===== config.mk =====
export PLATFORM = sky130hd
export DESIGN_NAME = stop_wake_ctrl
export DESIGN_NICKNAME = d
export VERILOG_FILES = /design/src/rtl/stopwake_pkg.sv /design/src/rtl/wake_sync.sv /design/src/rtl/stab_timer.sv /design/src/rtl/stop_wake_ctrl.sv
export SDC_FILE = /design/constraint.sdc
export NUM_CORES = 1
export LEC_CHECK = 0
export ABC_CLOCK_PERIOD_IN_PS = 1800
export BUFFER_PORTS_ARGS = -buffer_cell sky130_fd_sc_hd__buf_2
export CORE_MARGIN = 10
export CORE_UTILIZATION = 50
export DETAILED_ROUTE_END_ITERATION = 10
export PLACE_DENSITY = 0.72
export SLEW_MARGIN = 20
export SYNTH_ARGS = -nofsm -noshare
export SYNTH_HDL_FRONTEND = slang
export SYNTH_HIERARCHICAL = 1
export SYNTH_SLANG_ARGS = --single-unit

===== constraint.sdc =====
create_clock -name clk -period 1.8 [get_ports clk]
set_input_delay 0.18 -clock clk [delete_from_list [all_inputs] [get_ports clk]]
set_output_delay 0.18 -clock clk [all_outputs]
set_load 0.02 [all_outputs]

===== src/rtl/stopwake_pkg.sv =====
package stopwake_pkg;

    typedef enum logic [1:0] {
        ST_RUN    = 2'd0,
        ST_STOP   = 2'd1,
        ST_STAB   = 2'd2,
        ST_RESUME = 2'd3
    } wake_state_e;

    typedef enum logic [1:0] {
        CAUSE_RESET = 2'b00,
        CAUSE_EXT   = 2'b01,
        CAUSE_WDOG  = 2'b10
    } exit_cause_e;

    // control byte field positions
    localparam int CTL_RC_KEEP  = 0;
    localparam int CTL_WD_RESET = 1;
    localparam int CTL_TAP_LO   = 2;

endpackage


===== src/rtl/wake_sync.sv =====
module wake_sync #(
    parameter int WIDTH  = 2,
    parameter int STAGES = 2
) (
    input  logic             clk,
    input  logic             rst_n,
    input  logic [WIDTH-1:0] async_in,
    output logic [WIDTH-1:0] sync_out
);
    logic [WIDTH-1:0] stage_q [STAGES];

    always_ff @(posedge clk or negedge rst_n) begin
        if (!rst_n) begin
            for (int i = 0; i < STAGES; i++) stage_q[i] <= '0;
        end else begin
            stage_q[0] <= async_in;
            for (int i = 1; i < STAGES; i++) stage_q[i] <= stage_q[i-1];
        end
    end

    assign sync_out = stage_q[STAGES-1];
endmodule


===== src/rtl/stab_timer.sv =====
module stab_timer #(
    parameter int TAP_W   = 3,
    parameter int CNT_W   = 8,
    parameter int FIX_LOG = 18
) (
    input  logic             clk,
    input  logic             rst_n,
    input  logic             run,
    input  logic             fixed_mode,
    input  logic [TAP_W-1:0] tap,
    output logic             done
);
    localparam int PRE_W = (1 << TAP_W) - 1;

    logic [PRE_W-1:0]   pre_q;
    logic [PRE_W-1:0]   tap_mask;
    logic [CNT_W-1:0]   cnt_q;
    logic [FIX_LOG-1:0] fix_q;
    logic               tick;

    // divide by 2^tap: tick when the low tap bits of the prescaler are all ones
    assign tap_mask = ~({PRE_W{1'b1}} << tap);
    assign tick     = (pre_q & tap_mask) == tap_mask;
    assign done     = run && (fixed_mode ? (&fix_q) : (tick && (&cnt_q)));

    always_ff @(posedge clk or negedge rst_n) begin
        if (!rst_n) begin
            pre_q <= '0;
            cnt_q <= '0;
            fix_q <= '0;
        end else if (!run) begin
            pre_q <= '0;
            cnt_q <= '0;
            fix_q <= '0;
        end else begin
            pre_q <= pre_q + 1'b1;
            fix_q <= fix_q + 1'b1;
            if (tick) cnt_q <= cnt_q + 1'b1;
        end
    end
endmodule


===== src/rtl/stop_wake_ctrl.sv =====
module stop_wake_ctrl
    import stopwake_pkg::*;
#(
    parameter int TAP_W       = 3,
    parameter int CNT_W       = 8,
    parameter int FIX_LOG     = 18,
    parameter int SYNC_STAGES = 2
) (
    input  logic       clk,
    input  logic       rst_n,
    input  logic       reg_wr,
    input  logic       reg_sel,
    input  logic [7:0] reg_wdata,
    output logic [7:0] reg_rdata,
    input  logic       gie,
    input  logic       wdt_ie,
    input  logic       stop_req,
    input  logic       ext_wake,
    input  logic       wdt_event,
    output logic       core_clk_en,
    output logic       int_rst,
    output logic       resume_pulse,
    output logic       take_vector,
    output logic [1:0] exit_cause
);
    localparam int TAP_HI = CTL_TAP_LO + TAP_W - 1;

    wake_state_e      state_q, state_d;
    exit_cause_e      cause_q;
    logic [7:0]       ctl_q;
    logic             rst_path_q, vec_q;
    logic [1:0]       sync_out;
    logic             ext_s, wdt_s, timer_done;
    logic             wake_wrst, wake_ext, wake_wint;
    logic             rc_keep, wd_reset;
    logic [TAP_W-1:0] tap_sel;

    assign rc_keep  = ctl_q[CTL_RC_KEEP];
    assign wd_reset = ctl_q[CTL_WD_RESET];
    assign tap_sel  = ctl_q[TAP_HI:CTL_TAP_LO];

    wake_sync #(.WIDTH(2), .STAGES(SYNC_STAGES)) u_sync (
        .clk      (clk),
        .rst_n    (rst_n),
        .async_in ({wdt_event, ext_wake}),
        .sync_out (sync_out)
    );
    assign ext_s = sync_out[0];
    assign wdt_s = sync_out[1];

    stab_timer #(.TAP_W(TAP_W), .CNT_W(CNT_W), .FIX_LOG(FIX_LOG)) u_timer (
        .clk        (clk),
        .rst_n      (rst_n),
        .run        (state_q == ST_STAB),
        .fixed_mode (rst_path_q),
        .tap        (tap_sel),
        .done       (timer_done)
    );

    // next state and wake classification
    always_comb begin
        state_d   = state_q;
        wake_wrst = 1'b0;
        wake_ext  = 1'b0;
        wake_wint = 1'b0;
        unique case (state_q)
            ST_RUN: begin
                if (stop_req) state_d = ST_STOP;
            end
            ST_STOP: begin
                if (wdt_s && rc_keep && wd_reset) wake_wrst = 1'b1;
                else if (ext_s)                   wake_ext  = 1'b1;
                else if (wdt_s && rc_keep && wdt_ie) wake_wint = 1'b1;
                if (wake_wrst || wake_ext || wake_wint) state_d = ST_STAB;
            end
            ST_STAB: begin
                if (timer_done) state_d = ST_RESUME;
            end
            ST_RESUME: begin
                state_d = ST_RUN;
            end
            default: state_d = ST_RUN;
        endcase
    end

    // state register with wake bookkeeping
    always_ff @(posedge clk or negedge rst_n) begin
        if (!rst_n) begin
            state_q    <= ST_STAB;
            rst_path_q <= 1'b1;
            cause_q    <= CAUSE_RESET;
            vec_q      <= 1'b0;
        end else begin
            state_q <= state_d;
            if (wake_wrst) begin
                rst_path_q <= 1'b1;
                cause_q    <= CAUSE_WDOG;
                vec_q      <= 1'b0;
            end else if (wake_ext || wake_wint) begin
                rst_path_q <= 1'b0;
                cause_q    <= wake_ext ? CAUSE_EXT : CAUSE_WDOG;
                vec_q      <= gie;
            end
        end
    end

    // control byte: whole-byte writes while running, cleared by watchdog reset
    always_ff @(posedge clk or negedge rst_n) begin
        if (!rst_n) begin
            ctl_q <= '0;
        end else if (wake_wrst) begin
            ctl_q <= '0;
        end else if (state_q == ST_RUN && reg_wr && !reg_sel) begin
            ctl_q <= reg_wdata;
        end
    end

    // outputs
    always_comb begin
        core_clk_en  = (state_q == ST_RUN) || (state_q == ST_RESUME);
        int_rst      = (state_q == ST_STAB) && rst_path_q;
        resume_pulse = (state_q == ST_RESUME) && !rst_path_q;
        take_vector  = resume_pulse && vec_q;
        exit_cause   = cause_q;
        reg_rdata    = reg_sel ? {6'b0, cause_q} : ctl_q;
    end
endmodule


==> results.py, run 1 <==
metrics = {
    "logic_synthesis": {
        "synthCells": 247,
        "synth-seq-cells": 51,
        "synth_nets": 271,
        "synth_edf_count": 0,
        "ys_warn_count": 6,
        "avgSynthCellArea_um2": 10.85,
        "synth_area_um2": 2680,
        "netlist-cell-type-count": 50,
        "ys_seq_area_share_pct": 47.71,
        "ys.flop_type": "dfrtp_1",
        "synthArstFlopShare_pct": 100.0,
    },
    "hold_path": {
        "min_from": "reg_wdata[0]",
        "hp-class": "input port to flop",
        "hold_end": "ctl_q[0]$_DFFE_PN0P_",
        "min_path_cells": 3,
    },
    "sta": {
        "period_minus_slack_ps": 1733,
        "setup_tns_ps": 0,
        "slew_viol_final": 0,
        "fin_crit_sh_pct": 96.26,
        "clock.fmax_ghz": 0.5771,
        "setup_ws_ps": 67.27,
        "relSlewSlack_pct": 76.01,
        "hold_viol": 0,
        "worst_pin_slew_ps": 356.6,
        "clock_skew_ps": 8.373,
        "grt_setup_unrepaired": "true",
        "setup_viol": 0,
    },
    "finish": {
        "synthToLayoutAreaGrowth_pct": 19.98,
        "fillers": 436,
        "finalNonFillerCells": 369,
        "antenna_cells": 0,
        "final_layout_size_suffix_gt1_share_pct": 28.09,
        "fin_nets": 322,
    },
    "setup_path": {
        "worstReg2RegEnd": "state_q[1]$_DFFE_PN1P_",
        "arrival_ps": 1960,
        "crit_start": "ctl_q[2]$_DFFE_PN0P_",
        "required_ps": 2030,
        "path_class": "flop to flop",
        "rr_startpoint": "ctl_q[2]$_DFFE_PN0P_",
        "end_kind": "flop",
        "cp_max_fo": 6,
        "regToRegSetupSlack_ps": 70,
        "start_kind": "flop",
        "r2r_cells": 7,
    },
    "drt": {
        "dr.first_iter.drc_count": 55,
        "first_pass_iters": 4,
        "drc": 0,
        "viasPerCell": 5.165,
        "wl_per_cell_um": 13.98,
        "num_vias": 1906,
        "ant_nets": 0,
        "wl_um": 5158,
    },
    "clocking": {
        "path_clk_slew_ps": 80,
        "cts-htree-levels": 2,
        "clock_latency_ps": 300,
        "cts_buffers": 5,
        "clock-sinks": 51,
        "clock_path_buffers": 2,
        "cts_root_buf": "clkbuf_8",
        "tritoncts": "done",
    },
    "job": {
        "maxCapViolations": 0,
    },
    "grt": {
        "grt-ovfl-total": 0,
        "grt_pass1_wl_um": 9163,
        "grt_pass1_vias": 1973,
        "grtUsageTotal_pct": 12.94,
        "antenna_found_initial": 0,
        "grt_max_degree": 52,
    },
    "placed_design": {
        "hpwl_um": 3751,
        "post-place-cells": 355,
        "gp_congestion": 0.8068,
        "post-place-ws_ps": 40.41,
        "numPortBuffers": 30,
    },
    "floorplan": {
        "dieWidth_um": 93.21,
        "initial_core_util_pct": 52.14,
        "core-area_um2": 5140,
        "io_pins": 31,
        "die_y_um": 93.21,
        "dieArea_um2": 8688,
        "core.rowCount": 26,
    },
    "power": {
        "power.leakage_uw": 0.001605,
        "ir_drop_mv": 0.7631,
        "powerDensity_nw_per_um2": 1154,
    },
    "run_status": {
        "status": "complete, no violations",
    },
}
## stage by stage
step | util (%) | area (um2) | total power [uW] | hold slack, ps
floorplan | - | 2703 | 2544 | -115.6
global placement | 59.01 | 3033 | 2960 | 192.5
detailed placement | 59.01 | 3033 | 3002 | 192.7
CTS | 61.54 | 3163 | 3724 | 111.0
global route | 62.56 | 3216 | 3981 | 142.0
finish | 62.56 | 3216 | 3712 | 116.8
## cells in the mapped netlist, types with 2 or more instances
| library cell | number | area, um2 |
|---|---|---|
| a21boi_0 | 2 | 15.01 |
| a21boi_1 | 2 | 15.01 |
| and2_1 | 22 | 137.6 |
| and3_1 | 2 | 12.51 |
| and4_1 | 3 | 26.28 |
| buf_4 | 3 | 22.52 |
| clkbuf_1 | 4 | 15.01 |
| dfrtp_1 | 49 | 1226 |
| dfstp_2 | 2 | 52.55 |
| ha_1 | 7 | 87.58 |
| inv_1 | 9 | 33.78 |
| mux2_2 | 2 | 22.52 |
| mux2i_1 | 13 | 130.1 |
| nand2_1 | 16 | 60.06 |
| nand2b_1 | 7 | 43.79 |
| nand3_1 | 10 | 50.05 |
| nor2_1 | 14 | 52.55 |
| nor2b_1 | 16 | 100.1 |
| nor3_1 | 3 | 15.01 |
| nor4_1 | 3 | 18.77 |
| nor4_2 | 3 | 37.54 |
| o2111a_1 | 2 | 22.52 |
| o21ai_0 | 5 | 25.02 |
| or3_1 | 4 | 25.02 |
| xnor2_1 | 9 | 78.83 |
| xor2_1 | 11 | 96.34 |
## cells in the final DEF (no fill, tap or decap), types with 9 or more instances in the layout
| master | count |
|---|---|
| nand3_1 | 10 |
| nand2_1 | 16 |
| buf_4 | 17 |
| dfrtp_1 | 48 |
| nor2b_1 | 16 |
| mux2i_1 | 13 |
| xor2_1 | 11 |
| nor2_1 | 14 |
| buf_2 | 30 |
| inv_1 | 9 |
| and2_1 | 22 |
| xnor2_1 | 9 |
## worst max-delay path: stages, from the launching register on
cell and delay, ps:
dfrtp_1 440, nor2b_1 160, o2111a_2 290, nor3_4 130, a22o_2 150, nor2b_1 50
a221oi_2 220, mux2i_1 220
## logic make-up after synthesis
| kind of cell | synth area share (%) |
|---|---|
| compound gates | 6.582 |
| flops | 47.71 |
| simple gates | 26.80 |
| xor+xnor | 6.536 |
| buf+inv | 2.847 |
| mux | 6.255 |
| fa+ha+maj | 3.268 |
## registers in the layout, summed over array words and instances, names as in the netlist
signal           count
u_timer/cnt_q        8
rst_path_q           1
u_timer/fix_q       18
exit_cause           2
u_sync/stage_q       2
ctl_q                8
state_q              2
u_sync/sync_out      2
vec_q                1
u_timer/pre_q        7
## power by group
part / internal, uW / switching (uW) / total [uW]
sequential: 1360 / 198 / 1560
clock: 351 / 355 / 707
combinational: 646 / 796 / 1440
## layer usage
| layer | vias up | wire length [um] | part of all wire [%] | track usage, % |
|---|---|---|---|---|
| li1 | 942 | - | - | - |
| met1 | 936 | 2310 | 45 | 15.22 |
| met2 | 21 | 2646 | 51 | 22.14 |
| met3 | 7 | 124 | 2.4 | 3.038 |
| met4 | 0 | 77 | 1.5 | 5.398 |
| met5 | - | 0 | 0 | 0 |
## worst max path at each step
| stage | cells after the start | endpoint |
|---|---|---|
| 4_1_cts | 7 | state_q[1]$_DFFE_PN1P_ |
| 5_1_grt | 7 | state_q[1]$_DFFE_PN1P_ |
| 2_1_floorplan | 8 | state_q[1]$_DFFE_PN1P_ |
| 6_report | 7 | state_q[1]$_DFFE_PN1P_ |
| 3_3_place_gp | 7 | state_q[1]$_DFFE_PN1P_ |
| 3_5_place_dp | 7 | state_q[1]$_DFFE_PN1P_ |
## timing repair
| item | 4_1_cts | 5_1_grt |
|---|---|---|
| setup endpoints to repair | 0 | 2 |
| hold buffers | 3 | 0 |
| resized for setup | 0 | 7 |
| setup buffers | 0 | 3 |
| endpoints found under the hold margin | 51 | 0 |
## cell type report
type | count | area (um2) | area share [%]
Multi-Input combinational cell | 179 | 1366 | 42.49
Timing Repair Buffer | 52 | 347.8 | 10.82
Tap cell | 70 | 87.58 | 2.724
Sequential cell | 51 | 1280 | 39.81
Clock buffer | 8 | 100.1 | 3.113
Inverter | 9 | 33.78 | 1.051
No activity file was read; power rests on OpenSTA's default activity.
==> inputs of run 2 (changes only) <==
Settings changed: CORE_MARGIN 10 to unset, PLACE_DENSITY 0.72 to 0.73.
==> run 2 against run 1 <==
Die area is 35% lower. Clock skew grew 1.3 ps. Clock-buffer cell count decreased by 1. Critical endpoint unchanged. Highest routed layer unchanged.
==> results.py, run 2 (synthesis gave the netlist of run 1 again) <==
metrics = {
    "run_status": {
        "status": "complete, no violations",
    },
    "drt": {
        "drc": 0,
        "wl_per_cell_um": 13.63,
        "viasPerCell": 5.062,
        "first_pass_iters": 4,
        "ant_nets": 0,
        "dr.first_iter.drc_count": 67,
        "num_vias": 1868,
        "wl_um": 5031,
    },
    "clocking": {
        "clock-sinks": 51,
        "tritoncts": "done",
        "cts-htree-levels": 2,
        "clock_path_buffers": 2,
        "clock_latency_ps": 310,
        "path_clk_slew_ps": 90,
        "cts_buffers": 5,
        "cts_root_buf": "clkbuf_8",
    },
    "hold_path": {
        "hp-class": "input port to flop",
        "hold_end": "ctl_q[3]$_DFFE_PN0P_",
        "min_path_cells": 3,
        "min_from": "reg_wdata[3]",
    },
    "setup_path": {
        "cp_cell_sequence": "nor2b_4, o2111a_2, nor3_4, a22o_2, nor2b_2, a221oi_2, mux2i_1",
        "cp_slowest_stage_delay_ps": 460,
        "worst-path-buf-inv": 0,
        "arrival_ps": 1980,
        "start_kind": "flop",
        "required_ps": 2030,
        "crit_slowest_cell": "dfrtp_2",
        "worstReg2RegEnd": "state_q[1]$_DFFE_PN1P_",
        "critPathTopFamily": "compound AO/OA/AOI/OAI gates",
        "r2r_cells": 7,
        "cp_max_fo": 6,
        "regToRegSetupSlack_ps": 50,
        "end_kind": "flop",
        "rr_startpoint": "ctl_q[2]$_DFFE_PN0P_",
        "path_class": "flop to flop",
    },
    "placed_design": {
        "numPortBuffers": 30,
        "post-place-ws_ps": -8.456,
        "gp_congestion": 0.7839,
        "post-place-cells": 356,
        "hpwl_um": 3699,
    },
    "grt": {
        "grtUsageTotal_pct": 20.79,
        "antenna_found_initial": 0,
        "grt_pass1_vias": 1859,
        "grt-ovfl-total": 0,
        "grt_max_degree": 36,
        "grt_pass1_wl_um": 8549,
    },
    "floorplan": {
        "die_y_um": 75.21,
        "dieArea_um2": 5657,
        "core-area_um2": 5140,
        "dieWidth_um": 75.21,
        "io_pins": 31,
        "initial_core_util_pct": 52.14,
        "core.rowCount": 26,
    },
    "power": {
        "power.leakage_uw": 0.001590,
        "powerDensity_nw_per_um2": 1152,
        "ir_drop_mv": 0.7039,
        "total_power_uw": 3671,
    },
    "sta": {
        "setup_ws_ps": 49.56,
        "hold_viol": 0,
        "grt_setup_unrepaired": "true",
        "fin_crit_sh_pct": 97.25,
        "relSlewSlack_pct": 76.67,
        "period_minus_slack_ps": 1750,
        "clock.fmax_ghz": 0.5713,
        "clock_skew_ps": 9.683,
        "setup_viol": 0,
        "slew_viol_final": 0,
        "worst_pin_slew_ps": 346.8,
    },
    "finish": {
        "largest_reg_flops": 18,
        "fin_nets": 322,
        "synthToLayoutAreaGrowth_pct": 18.91,
        "antenna_cells": 0,
        "reg.largest.list": "u_timer/fix_q x18, ctl_q x8, u_timer/cnt_q x8",
        "finalNonFillerCells": 369,
        "top_register": "u_timer/fix_q",
        "final_layout_size_suffix_gt1_share_pct": 28.43,
        "final_cell_mix": "dfrtp_1, buf_2, and2_1",
        "fillers": 448,
        "layout_commonest_cell": "dfrtp_1",
    },
    "job": {
        "maxCapViolations": 0,
    },
}
[run 2: cell types whose count changed in the layout (fill, tap and decap cells not counted), moves of 2 or more]
cell / delta
buf_4: +2
buf_12: -2
clkbuf_8: -2
nor2b_1: -2
[run 2: per-stage QoR]
stage | TNS [ps] | area [um2] | utilization [%] | hold WS, ps
2_1_floorplan | 0 | 2703 | - | -115.6
3_3_place_gp | 0 | 3015 | 58.67 | 98.44
3_5_place_dp | -8.456 | 3015 | 58.67 | 102.1
4_1_cts | 0 | 3138 | 61.05 | 106.9
5_1_grt | -115.7 | 3187 | 62.00 | 124.3
6_report | 0 | 3187 | 62.00 | 111.9
[run 2: per-layer routing]
metal | GRT usage [%] | wire length (um) | up-vias
met5 | 0 | 0 | -
met3 | 4.418 | 114 | 5
li1 | - | - | 941
met1 | 26.83 | 2423 | 904
met2 | 35.14 | 2440 | 18
met4 | 6.790 | 53 | 0
[run 2: power by group]
part | leakage, uW | internal [uW] | total (uW) | switching (uW)
combinational | 0.000878 | 677 | 1480 | 800
sequential | 0.000670 | 1370 | 1570 | 202
clock | 0.0000422 | 273 | 625 | 352
total | 0.00159 | 2320 | 3670 | 1350
[run 2: timing repair]
action                                  4_1_cts  5_1_grt
endpoints found under the setup margin        2        2
pin swaps                                     0        4
gates resized for setup                       2        9
setup buffers                                 0        2
hold buffers                                  3        0
gates cloned                                  0        0
hold endpoints to repair                     14        0
[run 2: area by class of cell]
| type | instances | area [um2] | share of cell area [%] |
|---|---|---|---|
| multi-input cells | 179 | 1380 | 43.31 |
| flip-flops and latches | 51 | 1281 | 40.20 |
| repair buffers | 52 | 322.8 | 10.13 |
| well taps | 70 | 87.58 | 2.748 |
| clock buffers | 7 | 76.32 | 2.395 |
| inverters | 9 | 33.78 | 1.060 |
| clock inverters | 1 | 5.005 | 0.1570 |
[run 2: tightest hold or removal path: cells and delay by family]
family	cells	cell delay [ps]
buffers and inverters	1	80
and+or+nand+nor	1	70
muxes	1	50
[run 2: worst max path at each step]
stage                              to  slack, ps                   start  depth (start not counted)
3_3_place_gp   state_q[1]$_DFFE_PN1P_         70  state_q[1]$_DFFE_PN1P_                          7
6_report       state_q[1]$_DFFE_PN1P_         50    ctl_q[2]$_DFFE_PN0P_                          7
3_5_place_dp   state_q[1]$_DFFE_PN1P_         -8    ctl_q[4]$_DFFE_PN0P_                          7
5_1_grt        state_q[1]$_DFFE_PN1P_        -90    ctl_q[2]$_DFFE_PN0P_                          7
2_1_floorplan  state_q[1]$_DFFE_PN1P_         20  state_q[1]$_DFFE_PN1P_                          8
4_1_cts        state_q[1]$_DFFE_PN1P_         10  state_q[1]$_DFFE_PN1P_                          7
==> inputs of run 3 (changes only) <==
Settings changed: ABC_CLOCK_PERIOD_IN_PS 1800 to 2200, CORE_MARGIN set to 2, PLACE_DENSITY 0.73 to 0.7.
Clock period 1.8 ns to 2.2 ns, I/O delays scaled along.
==> run 3 against run 2 <==
Hold slack got worse by 90 ps. Critical path depth unchanged. Non-clock buffer count decreased by 17. Critical endpoint unchanged. Sequential share of layout area increased by 2.3 points. Combinational power decreased by 30%. Die area increased by 5.4%. Via count decreased by 2.9%. Core utilization decreased by 3.5 points. Clock skew increased by 1.1 ps. Highest routed layer unchanged. Clock-buffer cell count unchanged.
==> results.py, run 3 (synthesis gave the netlist of run 1 again) <==
metrics = {
    "run_status": {
        "status": "complete, no violations",
    },
    "placed_design": {
        "gp_congestion": 0.7729,
        "numPortBuffers": 30,
        "place_area_um2": 2905,
        "hpwl_um": 3212,
    },
    "grt": {
        "met1_usage_pct": 22.00,
        "grt_pass1_vias": 1774,
        "grt_pass1_wl_um": 7962,
        "grtUsageTotal_pct": 16.80,
        "gr-usage-met3_pct": 2.588,
        "antenna_found_initial": 0,
        "grt_max_degree": 41,
        "met2_usage_pct": 27.39,
        "grt-busiest-layer": "met2",
        "grt-ovfl-total": 0,
    },
    "clocking": {
        "cts-htree-levels": 2,
        "cts_root_buf": "clkbuf_8",
        "clock_latency_ps": 310,
        "cts_buffers": 5,
        "tritoncts": "done",
        "path_clk_slew_ps": 80,
        "clock-sinks": 51,
        "cts_setup_buffers": 0,
        "clock_path_buffers": 2,
    },
    "hold_path": {
        "hp-class": "input port to flop",
    },
    "power": {
        "p_seq_share_pct": 44.8,
        "p_sw_uw": 1052,
        "power_frac_comb_pct": 36.1,
        "sw_frac_of_total_pct": 36.74,
        "p_int_uw": 1811,
        "ir_drop_mv": 0.5675,
        "power_frac_clock_pct": 19.1,
        "power.leakage_uw": 0.001509,
        "powerDensity_nw_per_um2": 952.3,
    },
    "floorplan": {
        "core.rowCount": 26,
        "io_pins": 31,
        "dieWidth_um": 77.21,
        "initial_core_util_pct": 52.14,
        "die_y_um": 77.21,
        "core-area_um2": 5140,
        "dieArea_um2": 5961,
    },
    "finish": {
        "reg.largest.list": "u_timer/fix_q x18, ctl_q x8, u_timer/cnt_q x8",
        "fin_nets": 305,
        "layout_commonest_cell": "dfrtp_1",
        "synthToLayoutAreaGrowth_pct": 12.18,
        "final_layout_size_suffix_gt1_share_pct": 21.99,
        "fillers": 496,
        "antenna_cells": 0,
        "final_cell_mix": "dfrtp_1, buf_2, and2_1",
        "largest_reg_flops": 18,
        "top_register": "u_timer/fix_q",
        "utilization_pct": 58.50,
        "design_area_um2": 3007,
    },
    "sta": {
        "slew_viol_final": 0,
        "clock.fmax_ghz": 0.5167,
        "relSlewSlack_pct": 54.54,
        "grt_setup_unrepaired": "false",
        "hold_viol": 0,
        "period_minus_slack_ps": 1935,
        "fin_crit_sh_pct": 87.97,
        "setup_tns_ps": 0,
        "clock_skew_ps": 10.76,
        "worst_pin_slew_ps": 681.9,
        "setup_viol": 0,
    },
    "setup_path": {
        "cp_slowest_stage_delay_ps": 450,
        "path_class": "flop to flop",
        "cp_max_fo": 7,
        "cp_cell_sequence": "ha_1, nand3_4, nor4_4, a22o_2, nor2b_1, a221oi_2, mux2i_1",
        "end_kind": "flop",
        "arrival_ps": 2170,
        "required_ps": 2430,
        "crit_slowest_cell": "dfrtp_1",
        "start_kind": "flop",
    },
    "job": {
        "maxCapViolations": 0,
    },
    "drt": {
        "wl_um": 4519,
        "drc": 0,
        "wl_per_cell_um": 12.84,
        "ant_nets": 0,
        "dr.first_iter.drc_count": 106,
        "num_vias": 1813,
        "viasPerCell": 5.151,
        "first_pass_iters": 4,
    },
}
-- run 3: cell types whose count changed in the layout (fill, tap and decap cells not counted), moves of 2 or more --
cell / previous run / this run
buf_4: 19 / 4
dfrtp_1: 47 / 49
dfrtp_2: 2 / 0
dlygate4sd3_1: 3 / 1
ha_1: 5 / 7
nor2b_1: 14 / 16
-- run 3: cell type report --
class | count | area [um2] | share of cell area (%)
clock buffers | 7 | 86.33 | 2.871
clock inverters | 1 | 5.005 | 0.1665
inverters | 9 | 33.78 | 1.124
multi-input cells | 179 | 1325 | 44.07
flip-flops and latches | 51 | 1279 | 42.53
well taps | 70 | 87.58 | 2.913
repair buffers | 35 | 190.2 | 6.325
-- run 3: path summary, 6_finish.rpt --
check / slack (ps) / startpoint / to / depth (start not counted)
max: 260 / u_timer/fix_q[0]$_DFF_PN0_ / state_q[1]$_DFFE_PN1P_ / 7
min: 20 / wdt_event / u_sync/stage_q[3]$_DFF_PN0_ / 1
max reg2reg: 260 / u_timer/fix_q[0]$_DFF_PN0_ / state_q[1]$_DFFE_PN1P_ / 7
min reg2reg: 360 / u_sync/stage_q[3]$_DFF_PN0_ / u_sync/sync_out[1]$_DFF_PN0_ / 0
max in group asynchronous: 1090 / rst_n / u_timer/fix_q[6]$_DFF_PN0_ / 3
min in group asynchronous: 480 / rst_n / u_timer/pre_q[4]$_DFF_PN0_ / 2
-- run 3: power by group through the flow --
stage | Combinational [uW] | Clock [uW] | Sequential (uW)
floorplan | 764 | 0 | 1280
global placement | 1030 | 0 | 1300
detailed placement | 1040 | 0 | 1310
CTS | 1050 | 566 | 1290
global route | 1150 | 595 | 1320
finish | 1030 | 547 | 1280
-- run 3: per-layer routing --
metal	part of all wire, %	vias to the layer above
met1	48	891
met3	2.0	6
li1	-	902
met4	1.4	0
met2	48	14
met5	0	-
-- run 3: what timing repair did --
action	in CTS	in global routing
endpoints found under the hold margin	26	0
hold buffers	1	0
gates resized for setup	0	0
-- run 3: worst max-delay path: cells and delay by family (launching register included) --
kind	cells	cell delay, ps
multiplexers	1	220
adder cells (fa/ha/maj)	1	280
AO/OA/AOI/OAI	2	430
flip-flops	1	450
AND/OR/NAND/NOR	3	470
-- run 3: metrics by stage --
| step | hold WS (ps) | power [uW] | setup slack [ps] | std cells |
|---|---|---|---|---|
| 4_1_cts | 14.32 | 2906 | 249.2 | 352 |
| 3_3_place_gp | 297.2 | 2332 | 352.0 | 343 |
| 5_1_grt | 14.58 | 3061 | 63.34 | 352 |
| 6_report | 21.52 | 2863 | 264.7 | 352 |
| 3_5_place_dp | 305.7 | 2350 | 283.3 | 343 |
| 2_1_floorplan | -75.59 | 2044 | 170.6 | 247 |
